$ cat config.mk
export PLATFORM = sky130hd
export DESIGN_NAME = pwm_host_if
export DESIGN_NICKNAME = d
export VERILOG_FILES = /design/src/rtl/pwm_host_pkg.sv /design/src/rtl/pwm_wr_edge.sv /design/src/rtl/pwm_byte_seq.sv /design/src/rtl/pwm_chan_regs.sv /design/src/rtl/pwm_host_if.sv
export SDC_FILE = /design/constraint.sdc
export NUM_CORES = 1
export LEC_CHECK = 0
export ABC_AREA = 0
export CAP_MARGIN = 20
export CORE_ASPECT_RATIO = 0.8
export CORE_MARGIN = 2
export CORE_UTILIZATION = 54
export DETAILED_ROUTE_END_ITERATION = 7
export MAX_ROUTING_LAYER = met4
export PLACE_DENSITY = 0.78
export REMOVE_ABC_BUFFERS = 1
export SYNTH_ARGS = -nofsm -noshare
export SYNTH_HDL_FRONTEND = slang
export SYNTH_SLANG_ARGS = --single-unit
$ cat constraint.sdc
create_clock -name clk -period 3.4 [get_ports clk]
set_clock_uncertainty 0.05 [all_clocks]
set_input_delay 0.51 -clock clk [delete_from_list [all_inputs] [get_ports clk]]
set_output_delay 0.51 -clock clk [all_outputs]
set_load 0.02 [all_outputs]
$ cat src/rtl/pwm_host_pkg.sv
package pwm_host_pkg;
  localparam int NCH    = 4;
  localparam int CH_W   = $clog2(NCH);
  localparam int BYTE_W = 8;
  localparam int REG_W  = 2 * BYTE_W;
  localparam int MODE_W = 2;

  localparam logic [MODE_W-1:0] MODE_TWO_WIDTH = 2'b10;
  localparam logic [MODE_W-1:0] MODE_BAD       = 2'b11;

  typedef enum logic [1:0] {FLD_PRE = 2'd0, FLD_HI = 2'd1, FLD_LO = 2'd2} fld_e;

  typedef struct packed {
    logic [MODE_W-1:0] mode;
    logic              res16;
    logic              trig;
    logic              pol;
  } chcfg_t;
endpackage

$ cat src/rtl/pwm_wr_edge.sv
module pwm_wr_edge (
  input  logic clk,
  input  logic rst_n,
  input  logic host_wr,
  input  logic cs_n,
  input  logic cd,
  output logic cmd_v,
  output logic dat_v
);
  logic wr_q;
  logic take;

  always_ff @(posedge clk or negedge rst_n) begin
    if (!rst_n) wr_q <= 1'b1;
    else        wr_q <= host_wr;
  end

  assign take  = host_wr & ~wr_q & ~cs_n;
  assign cmd_v = take & cd;
  assign dat_v = take & ~cd;
endmodule

$ cat src/rtl/pwm_byte_seq.sv
module pwm_byte_seq
  import pwm_host_pkg::*;
#(
  parameter int CHW = 2
) (
  input  logic           clk,
  input  logic           rst_n,
  input  logic           ld,
  input  logic [CHW-1:0] ld_ch,
  input  fld_e           ld_fld,
  input  logic           ld_up,
  input  logic           adv,
  input  logic           sel_two_width,
  output logic           busy,
  output logic [CHW-1:0] ch,
  output fld_e           fld,
  output logic           upper,
  output logic           last
);
  assign last = busy & ~upper & ((fld != FLD_HI) | ~sel_two_width);

  always_ff @(posedge clk or negedge rst_n) begin
    if (!rst_n) begin
      busy  <= 1'b0;
      ch    <= '0;
      fld   <= FLD_PRE;
      upper <= 1'b0;
    end else if (ld) begin
      busy  <= 1'b1;
      ch    <= ld_ch;
      fld   <= ld_fld;
      upper <= ld_up;
    end else if (adv && busy) begin
      if (last) begin
        busy <= 1'b0;
      end else if (upper) begin
        upper <= 1'b0;
      end else begin
        fld   <= FLD_LO;
        upper <= 1'b1;
      end
    end
  end
endmodule

$ cat src/rtl/pwm_chan_regs.sv
module pwm_chan_regs
  import pwm_host_pkg::*;
#(
  parameter int BW = 8
) (
  input  logic            clk,
  input  logic            rst_n,
  input  logic            cfg_we,
  input  chcfg_t          cfg_in,
  input  logic            en_we,
  input  logic            en_in,
  input  logic            dat_we,
  input  fld_e            fld,
  input  logic            upper,
  input  logic [BW-1:0]   din,
  input  logic            fin,
  output chcfg_t          cfg,
  output logic            en,
  output logic [2*BW-1:0] pre_q,
  output logic [2*BW-1:0] hi_q,
  output logic [2*BW-1:0] lo_q,
  output logic            commit
);
  localparam int RW = 2 * BW;

  logic [RW-1:0] sh_pre, sh_hi, sh_lo;
  logic [RW-1:0] nx_pre, nx_hi, nx_lo;

  function automatic logic [RW-1:0] put_byte(input logic [RW-1:0] old,
                                             input logic up,
                                             input logic [BW-1:0] b);
    put_byte = up ? {b, old[BW-1:0]} : {old[RW-1:BW], b};
  endfunction

  always_comb begin
    nx_pre = sh_pre;
    nx_hi  = sh_hi;
    nx_lo  = sh_lo;
    if (dat_we) begin
      case (fld)
        FLD_PRE: nx_pre = put_byte(sh_pre, upper, din);
        FLD_HI:  nx_hi  = put_byte(sh_hi, upper, din);
        default: nx_lo  = put_byte(sh_lo, upper, din);
      endcase
    end
  end

  always_ff @(posedge clk or negedge rst_n) begin
    if (!rst_n) begin
      cfg    <= '0;
      en     <= 1'b0;
      sh_pre <= '0;
      sh_hi  <= '0;
      sh_lo  <= '0;
      pre_q  <= '0;
      hi_q   <= '0;
      lo_q   <= '0;
      commit <= 1'b0;
    end else begin
      if (cfg_we) cfg <= cfg_in;
      if (en_we)  en  <= en_in;
      sh_pre <= nx_pre;
      sh_hi  <= nx_hi;
      sh_lo  <= nx_lo;
      commit <= fin;
      if (fin) begin
        pre_q <= nx_pre;
        hi_q  <= nx_hi;
        lo_q  <= nx_lo;
      end
    end
  end
endmodule

$ cat src/rtl/pwm_host_if.sv
module pwm_host_if
  import pwm_host_pkg::*;
(
  input  logic                   clk,
  input  logic                   rst_n,
  input  logic                   cs_n,
  input  logic                   cd,
  input  logic                   host_wr,
  input  logic [BYTE_W-1:0]      host_data,
  output logic [NCH*MODE_W-1:0]  cfg_mode,
  output logic [NCH-1:0]         cfg_res16,
  output logic [NCH-1:0]         cfg_ext_trig,
  output logic [NCH-1:0]         cfg_pol,
  output logic [NCH-1:0]         chan_en,
  output logic [NCH*REG_W-1:0]   presc_val,
  output logic [NCH*REG_W-1:0]   high_val,
  output logic [NCH*REG_W-1:0]   low_val,
  output logic [NCH-1:0]         commit
);
  logic cmd_v, dat_v;
  logic is_cfg, is_ptr, is_en, cfg_ok;
  logic [CH_W-1:0] cmd_ch;
  fld_e cmd_fld;
  chcfg_t cfg_in;

  logic seq_busy, seq_up, seq_last, seq_two;
  logic [CH_W-1:0] seq_ch;
  fld_e seq_fld;

  chcfg_t cfg_a [NCH];
  logic [NCH-1:0] two_width;

  pwm_wr_edge u_edge (
    .clk(clk), .rst_n(rst_n), .host_wr(host_wr), .cs_n(cs_n), .cd(cd),
    .cmd_v(cmd_v), .dat_v(dat_v)
  );

  assign is_cfg = host_data[7];
  assign is_en  = ~host_data[7] & host_data[4];
  assign is_ptr = ~host_data[7] & ~host_data[4];
  assign cmd_ch = host_data[6:5];
  assign cfg_ok = host_data[4:3] != MODE_BAD;
  assign cfg_in = '{mode: host_data[4:3], res16: host_data[2],
                    trig: host_data[1], pol: host_data[0]};
  assign cmd_fld = host_data[3] ? (host_data[2] ? FLD_HI : FLD_LO) : FLD_PRE;

  assign seq_two = two_width[seq_ch];

  pwm_byte_seq #(.CHW(CH_W)) u_seq (
    .clk(clk), .rst_n(rst_n),
    .ld(cmd_v & is_ptr), .ld_ch(cmd_ch), .ld_fld(cmd_fld), .ld_up(host_data[1]),
    .adv(dat_v), .sel_two_width(seq_two),
    .busy(seq_busy), .ch(seq_ch), .fld(seq_fld), .upper(seq_up), .last(seq_last)
  );

  for (genvar i = 0; i < NCH; i++) begin : g_ch
    logic hit;
    assign hit = dat_v & seq_busy & (seq_ch == CH_W'(i));

    pwm_chan_regs #(.BW(BYTE_W)) u_regs (
      .clk(clk), .rst_n(rst_n),
      .cfg_we(cmd_v & is_cfg & cfg_ok & (cmd_ch == CH_W'(i))),
      .cfg_in(cfg_in),
      .en_we(cmd_v & is_en), .en_in(host_data[i]),
      .dat_we(hit), .fld(seq_fld), .upper(seq_up), .din(host_data),
      .fin(hit & seq_last),
      .cfg(cfg_a[i]), .en(chan_en[i]),
      .pre_q(presc_val[i*REG_W +: REG_W]),
      .hi_q(high_val[i*REG_W +: REG_W]),
      .lo_q(low_val[i*REG_W +: REG_W]),
      .commit(commit[i])
    );

    assign two_width[i]              = cfg_a[i].mode == MODE_TWO_WIDTH;
    assign cfg_mode[i*MODE_W +: MODE_W] = cfg_a[i].mode;
    assign cfg_res16[i]              = cfg_a[i].res16;
    assign cfg_ext_trig[i]           = cfg_a[i].trig;
    assign cfg_pol[i]                = cfg_a[i].pol;
  end
endmodule

==> metrics.yaml, run 1 <==
worst_setup_path:
  reg2reg_to: "g_ch[3].u_regs.pre_q[12]"
  path_buf_inv: 3
  reg2reg_depth: 6
  cp_max_fo: 19
  slowest_stage: "or4b_4"
  worst_setup_path_start_kind: "input port"
  critPathCaptureType: "flip-flop"
  crit-reg2reg-launch: "u_edge.wr_q"
  slowest_delay_ps: 710
  r2r_setup_slack_ps: 830
  cp_top_family: "simple AND/OR/NAND/NOR gates"
  arrival_ps: 3040
  crit_type: "input port to flip-flop"
  cp_cell_sequence: "clkdlybuf4s50_1 -> or4b_4 -> buf_4 -> nor3_2 -> buf_4 -> mux2_2 -> mux2_2"
  required_ps: 3770
yosys:
  synth-main-ff-cell: "dfrtp_1"
  synth_adder_area_share: 0
  synthXorXnorAreaFrac: 0
  synth_cells: 987
  synth-edff-count: 0
  yosysMostFrequentCell: "dfrtp_1"
  synth-seq-cells: 419
  syn_area_mm2: 0.01645
  synthSimpleGateAreaFrac: 0.03339
  ys_seq_area_frac: 0.6374
  yosys-top-cells-area: "dfrtp_1, mux2_2, mux2_4"
  synth_top_area_cell: "dfrtp_1"
  synth_top_family_by_area: "multiplexers"
  yosys_warnings: 0
  yosys-mux-area-fraction: 0.2994
  avgSynthCellArea_um2: 16.67
  synth_compound_area_frac: 0.005932
  synth_common_cells: "dfrtp_1, mux2_2, mux2_4, clkbuf_1, nor3_2"
  ys_types: 35
  synthArstFlopShare: 1.000
  yosysTopAreaCellShare: 0.6358
clocking:
  cts.path.max_buffers: 3
  cts_sinks: 419
  root_buffer: "clkbuf_16"
  numCtsBuffers: 41
  tritoncts: "yes"
  clk_latency_ps: 540
  path_clk_slew_ps: 60
  cts_setup_buffers: 0
  cts_resized: 0
  ctsHoldBuffers: 1
  htreeDepth: 2
sta:
  tightest_slew_ps: 963.3
  drv_slew: 0
  layout_min_cycle_time_ps: 2664
  maxSlewHeadroom: 0.3578
  period_share: 0.7835
  fmax_mhz: 375.4
  finalHoldViolCount: 0
  fin_ws_ps: 736.2
  tns_ps: 0
  setup-violations-final: 0
  rsz0062_at_grt: "no"
die:
  row_count: 57
  fp.dieW_um: 199.1
  initial_core_util: 0.5453
  die-area_mm2: 0.03189
  die_y_um: 160.1
  io_pins: 233
  core-area_mm2: 0.03017
routing:
  drt_iter0_markers: 445
  avgRoutedWirePerCell_um: 21.96
  drc: 0
  antenna_left: 0
  vias: 9095
  wl_mm: 36.89
  via_per_inst: 5.414
  dr.pass1.iters: 4
place:
  gp_congestion: 0.7699
  dpl.hpwl_mm: 22.99
  dp_slack_ps: 186.7
  portBuffers: 232
run:
  cap_violations: 0
cells_and_area:
  drive_gt1_frac: 0.4341
  fin_nets: 1248
  synthToLayoutAreaGrowth_pct: 26.11
  multiInputGateArea_mm2: 0.005620
  diodes: 0
  fillers: 2086
  seq_area_mm2: 0.01049
worst_hold_path:
  whs_path_depth: 3
  holdCritPathClass: "input port to flip-flop"
  hp-start: "host_data[6]"
  hold_end: "u_seq.ch[1]"
global_routing:
  grt_overflow: 0
  grt_pass1_vias: 9708
  grt_usage: 0.2464
  grt_max_degree: 96
  grt_pass1_wl_mm: 57.81
  antenna_found_initial: 0
outcome:
  outcome: "completed"
pwr:
  vdd_drop_max_mv: 0.3845
  power_density_mw_per_mm2: 521.0
  power_leakage_nw: 10.03
==> per-layer routing <==
layer / GRT usage / routed length, um / up-vias
met1: 0.3574 / 17130 / 4832
met4: 0.05801 / 672 / 0
li1: - / - / 3971
met3: 0.06209 / 2355 / 56
met2: 0.3514 / 16730 / 236
met5: - / 0 / -
==> worst register-to-register path, stage by stage (launching register included) <==
cell     delay [ps]
dfstp_2         370
or4b_4          670
buf_4           270
nor3_2          240
buf_4           220
mux2_2          370
mux2_2          270
==> sequential cells by signal, indices dropped and copies added, names as in the netlist <==
| signal | count |
|---|---|
| g_ch.u_regs.sh_hi | 64 |
| g_ch.u_regs.commit | 4 |
| u_edge.wr_q | 1 |
| g_ch.u_regs.lo_q | 64 |
| g_ch.u_regs.sh_pre | 64 |
| g_ch.u_regs.sh_lo | 64 |
| g_ch.u_regs.en | 4 |
| g_ch.u_regs.hi_q | 64 |
| g_ch.u_regs.pre_q | 64 |
| u_seq.busy | 1 |
| u_seq.upper | 1 |
| u_seq.ch | 2 |
| u_seq.fld | 2 |
| g_ch.u_regs.cfg | 20 |
==> logic make-up after synthesis <==
group	Yosys count
AND/OR/NAND/NOR	74
multiplexers	408
AO/OA/AOI/OAI	14
buffers and inverters	72
flip-flops	419
==> power breakdown <==
group | leakage, nW | internal [W] | switching (W)
Clock | 0.671 | 0.00270 | 0.00188
Combinational | 3.58 | 0.000408 | 0.000502
Sequential | 5.77 | 0.00521 | 0.000121
==> stage by stage <==
step | util | power (W) | instances | area (um^2) | hold WS, ps
2_1_floorplan | - | 0.005835 | 918 | 16070 | 164.4
3_3_place_gp | 0.6420 | 0.006293 | 1604 | 19370 | 419.9
3_5_place_dp | 0.6420 | 0.006333 | 1604 | 19370 | 425.9
4_1_cts | 0.6877 | 0.01092 | 1680 | 20750 | 334.6
5_1_grt | 0.6877 | 0.01122 | 1680 | 20750 | 372.7
6_report | 0.6877 | 0.01081 | 1680 | 20750 | 364.2
==> layout by cell type (no fill, tap or decap), types with 2 or more instances in the layout <==
cell type,count
or4b_4,6
nor3_2,18
dfrtp_1,418
buf_12,11
bufinv_16,2
or3b_2,2
nand2_1,10
mux2_1,5
or3_1,3
clkinv_2,6
a21oi_1,4
clkinvlp_4,2
nor2_1,5
a211oi_1,2
clkbuf_8,10
clkbuf_16,43
mux2_4,88
a211oi_4,3
nand3b_1,5
nand2b_1,3
clkdlybuf4s50_1,223
nor3_1,5
buf_4,30
nor2b_1,4
or2_1,2
inv_1,3
buf_2,8
mux2_2,315
clkbuf_1,11
nand3_1,5
==> how the worst max path moves through the flow <==
| stage | from | endpoint | cells past startpoint |
|---|---|---|---|
| after global placement | cd | g_ch[1].u_regs.hi_q[15] | 7 |
| final | cd | g_ch[3].u_regs.pre_q[12] | 7 |
| after CTS | cd | g_ch[3].u_regs.pre_q[12] | 7 |
| after detailed placement | cd | g_ch[3].u_regs.pre_q[12] | 7 |
| after floorplan | cd | g_ch[0].u_regs.hi_q[10] | 4 |
| after global routing | host_wr | g_ch[0].u_regs.hi_q[10] | 7 |
==> area by class of cell <==
class,count,area share
Sequential cell,419,0.5055
Timing Repair Buffer,274,0.1322
Clock buffer,64,0.06049
Clock inverter,11,0.005488
Tap cell,413,0.02491
Multi-Input combinational cell,496,0.2709
Inverter,3,0.0005428
Power figures use the tool's default switching activity.
==> inputs of run 2 (changes only) <==
Settings changed: CORE_UTILIZATION 54 to 49, PLACE_DENSITY 0.78 to 0.75.
Clock period 3.4 ns to 2.2 ns, I/O delays scaled along.
==> metrics.yaml, run 2 (synthesis gave the netlist of run 1 again) <==
outcome:
  outcome: "finished with violations"  # was completed
  violations: "negative setup slack"
pwr:
  power_leakage_nw: 10.95  # was 10.03 nW
  p_switching_w: 0.003992  # was 0.002499 W
  clockPowerShare: 0.421  # was 0.423
  vdd_drop_max_mv: 0.6465  # was 0.3845 mV
  power_density_mw_per_mm2: 755.3  # was 521.0 mW/mm^2
  pwr-share-comb: 0.098  # was 0.084
  intPower_w: 0.01314  # was 0.008310 W
  seqPwrFrac: 0.481  # was 0.493
  sw_frac_of_total: 0.2330  # was 0.2312
sta:
  maxSlewHeadroom: 0.3842  # was 0.3578
  tightest_slew_ps: 923.8  # was 963.3 ps
  setup-violations-final: 200  # was 0
  period_share: 1.101
  rsz0062_at_grt: "yes"  # was no
  drv_slew: 0  # unchanged
  finalHoldViolCount: 0  # unchanged
  fin_ws_ps: -221.7  # was 736.2 ps
  fmax_mhz: 412.9
  layout_min_cycle_time_ps: 2422
  hold_ws_ps: 145.3  # was 364.2 ps
place:
  dp_cells: 1665  # was 1604
  portBuffers: 232  # unchanged
  dpl.hpwl_mm: 24.54  # was 22.99 mm
  gp_congestion: 0.7707  # was 0.7699
routing:
  antenna_left: 0  # unchanged
  dr.pass1.iters: 5  # was 4
  wl_mm: 41.50  # was 36.89 mm
  via_per_inst: 5.417  # was 5.414
  drt_iter0_markers: 533  # was 445
  drc: 0  # unchanged
  vias: 9632  # was 9095
  avgRoutedWirePerCell_um: 23.34  # was 21.96 um
worst_hold_path:
  hp-start: "host_data[5]"  # was host_data[6]
  hold_end: "u_seq.ch[0]"  # was u_seq.ch[1]
  holdCritPathClass: "input port to flip-flop"  # unchanged
  whs_path_depth: 3  # unchanged
run:
  cap_violations: 0  # unchanged
die:
  die_y_um: 167.9  # was 160.1 um
  core-area_mm2: 0.03278  # was 0.03017 mm^2
  io_pins: 233  # unchanged
  row_count: 59  # was 57
  initial_core_util: 0.5019  # was 0.5453
  die-area_mm2: 0.03506  # was 0.03189 mm^2
  fp.dieW_um: 208.9  # was 199.1 um
cells_and_area:
  layout.cells.non_filler: 1778  # was 1680
  fin_nets: 1334  # was 1248
  diodes: 0  # unchanged
  fillers: 2188  # was 2086
  final_common_cell: "dfrtp_1"  # unchanged
  final_cell_mix: "dfrtp_1, mux2_4, clkdlybuf4s50_1"  # was dfrtp_1, mux2_2, clkdlybuf4s50_1
  drive_gt1_frac: 0.4782  # was 0.4341
  synthToLayoutAreaGrowth_pct: 37.88  # was 26.11%
clocking:
  htreeDepth: 2  # unchanged
  numCtsBuffers: 41  # unchanged
  cts.path.max_buffers: 3  # unchanged
  path_clk_slew_ps: 60  # about the same
  cts_sinks: 419  # unchanged
  root_buffer: "clkbuf_16"  # unchanged
  tritoncts: "yes"  # unchanged
  clk_latency_ps: 540  # about the same
global_routing:
  antenna_found_initial: 0  # unchanged
  grt_pass1_vias: 10080  # was 9708
  grt_max_degree: 74  # was 96
  grt_pass1_wl_mm: 60.61  # was 57.81 mm
  grt_usage: 0.2313  # was 0.2464
  grt_overflow: 0  # unchanged
worst_setup_path:
  reg2reg_to: "g_ch[0].u_regs.pre_q[2]"  # was g_ch[3].u_regs.pre_q[12]
  slowest_stage: "or4b_4"  # unchanged
  critPathCaptureType: "flip-flop"  # unchanged
  cp_max_fo: 8  # was 19
  r2r_setup_slack_ps: -220  # was 830 ps
  crit-reg2reg-launch: "u_edge.wr_q"  # unchanged
  cp_cell_sequence: "or4b_4 -> or4b_4 -> mux2_4 -> mux2_4"  # was clkdlybuf4s50_1 -> or4b_4 -> buf_4 -> nor3_2 -> buf_4 -> mux2_2 -> mux2_2
  slowest_delay_ps: 640  # was 710 ps
  crit_type: "flip-flop to flip-flop"  # was input port to flip-flop
  reg2reg_depth: 4  # was 6
  required_ps: 2580  # was 3770 ps
  worst_setup_path_start_kind: "flip-flop"  # was input port
  arrival_ps: 2800  # was 3040 ps
## run 2: cell count changes in the layout (fill, tap and decap cells not counted), sizes merged
cell / before / now
buf: 50 / 124
bufinv: 2 / 3
clkbuf: 64 / 72
clkinv: 6 / 4
clkinvlp: 2 / 3
inv: 4 / 5
or4b: 7 / 8
## run 2: worst max-delay path by stage
stage                               to                  start  slack [ps]
2_1_floorplan  g_ch[0].u_regs.hi_q[10]  g_ch[2].u_regs.cfg[4]       -4930
3_3_place_gp   g_ch[3].u_regs.pre_q[8]                     cd        -720
3_5_place_dp    g_ch[3].u_regs.hi_q[1]                     cd        -740
4_1_cts         g_ch[3].u_regs.hi_q[9]            u_edge.wr_q        -210
5_1_grt        g_ch[3].u_regs.pre_q[3]            u_edge.wr_q        -250
6_report       g_ch[0].u_regs.pre_q[2]            u_edge.wr_q        -220
## run 2: cell type report
type,instances,area [um^2],share of cell area
clock buffers,61,1244,0.05483
clock inverters,12,150.1,0.006620
inverters,3,11.26,0.0004965
multi-input cells,497,6365,0.2806
flip-flops and latches,419,10490,0.4623
well taps,427,534.3,0.02355
repair buffers,359,3891,0.1716
## run 2: repair_timing
action                                  in CTS  in global routing
buffers inserted                            12                  9
pin swaps                                    2                 10
endpoints found under the setup margin     269                216
cloned                                       2                 17
hold buffers                                 1                  0
gates resized for setup                     42                191
hold endpoints to repair                    37                  0
## run 2: worst max-delay path: cells and delay by family (launching register included)
kind | cells | cell delay [ps]
flip-flops | 1 | 390
multiplexers | 2 | 610
AND/OR/NAND/NOR | 2 | 1260
## run 2: power groups by stage
stage / logic (W) / registers, W / clock network [W]
floorplan: 0.000551 / 0.00847 / 0
global placement: 0.00151 / 0.00835 / 0
detailed placement: 0.00155 / 0.00836 / 0
CTS: 0.00159 / 0.00823 / 0.00734
global route: 0.00180 / 0.00827 / 0.00768
finish: 0.00169 / 0.00823 / 0.00721
## run 2: routing by layer
| layer | part of all wire | global-route usage | vias to the layer above |
|---|---|---|---|
| li1 | - | - | 4144 |
| met1 | 0.48 | 0.3291 | 5181 |
| met2 | 0.46 | 0.3494 | 258 |
| met3 | 0.047 | 0.04141 | 49 |
| met4 | 0.016 | 0.05404 | 0 |
| met5 | 0 | - | - |
## run 2: through the flow
stage               total power (W)  area [um^2]  setup WS [ps]  utilization  TNS [ps]
floorplan                  0.009017        16070          -4934            -   -671380
global placement           0.009864        19810         -724.8       0.6045   -215460
detailed placement         0.009912        19810         -737.7       0.6045   -217130
CTS                         0.01716        21500         -210.4       0.6560    -28240
global route                0.01775        22680         -254.1       0.6920    -38600
finish                      0.01713        22680         -221.7       0.6920    -32430
==> inputs of run 3 (changes only) <==
Settings changed: CAP_MARGIN 20 to not set.
==> results of run 3 <==
Same layout as run 2: the final DEF is identical, and so are final timing and power.
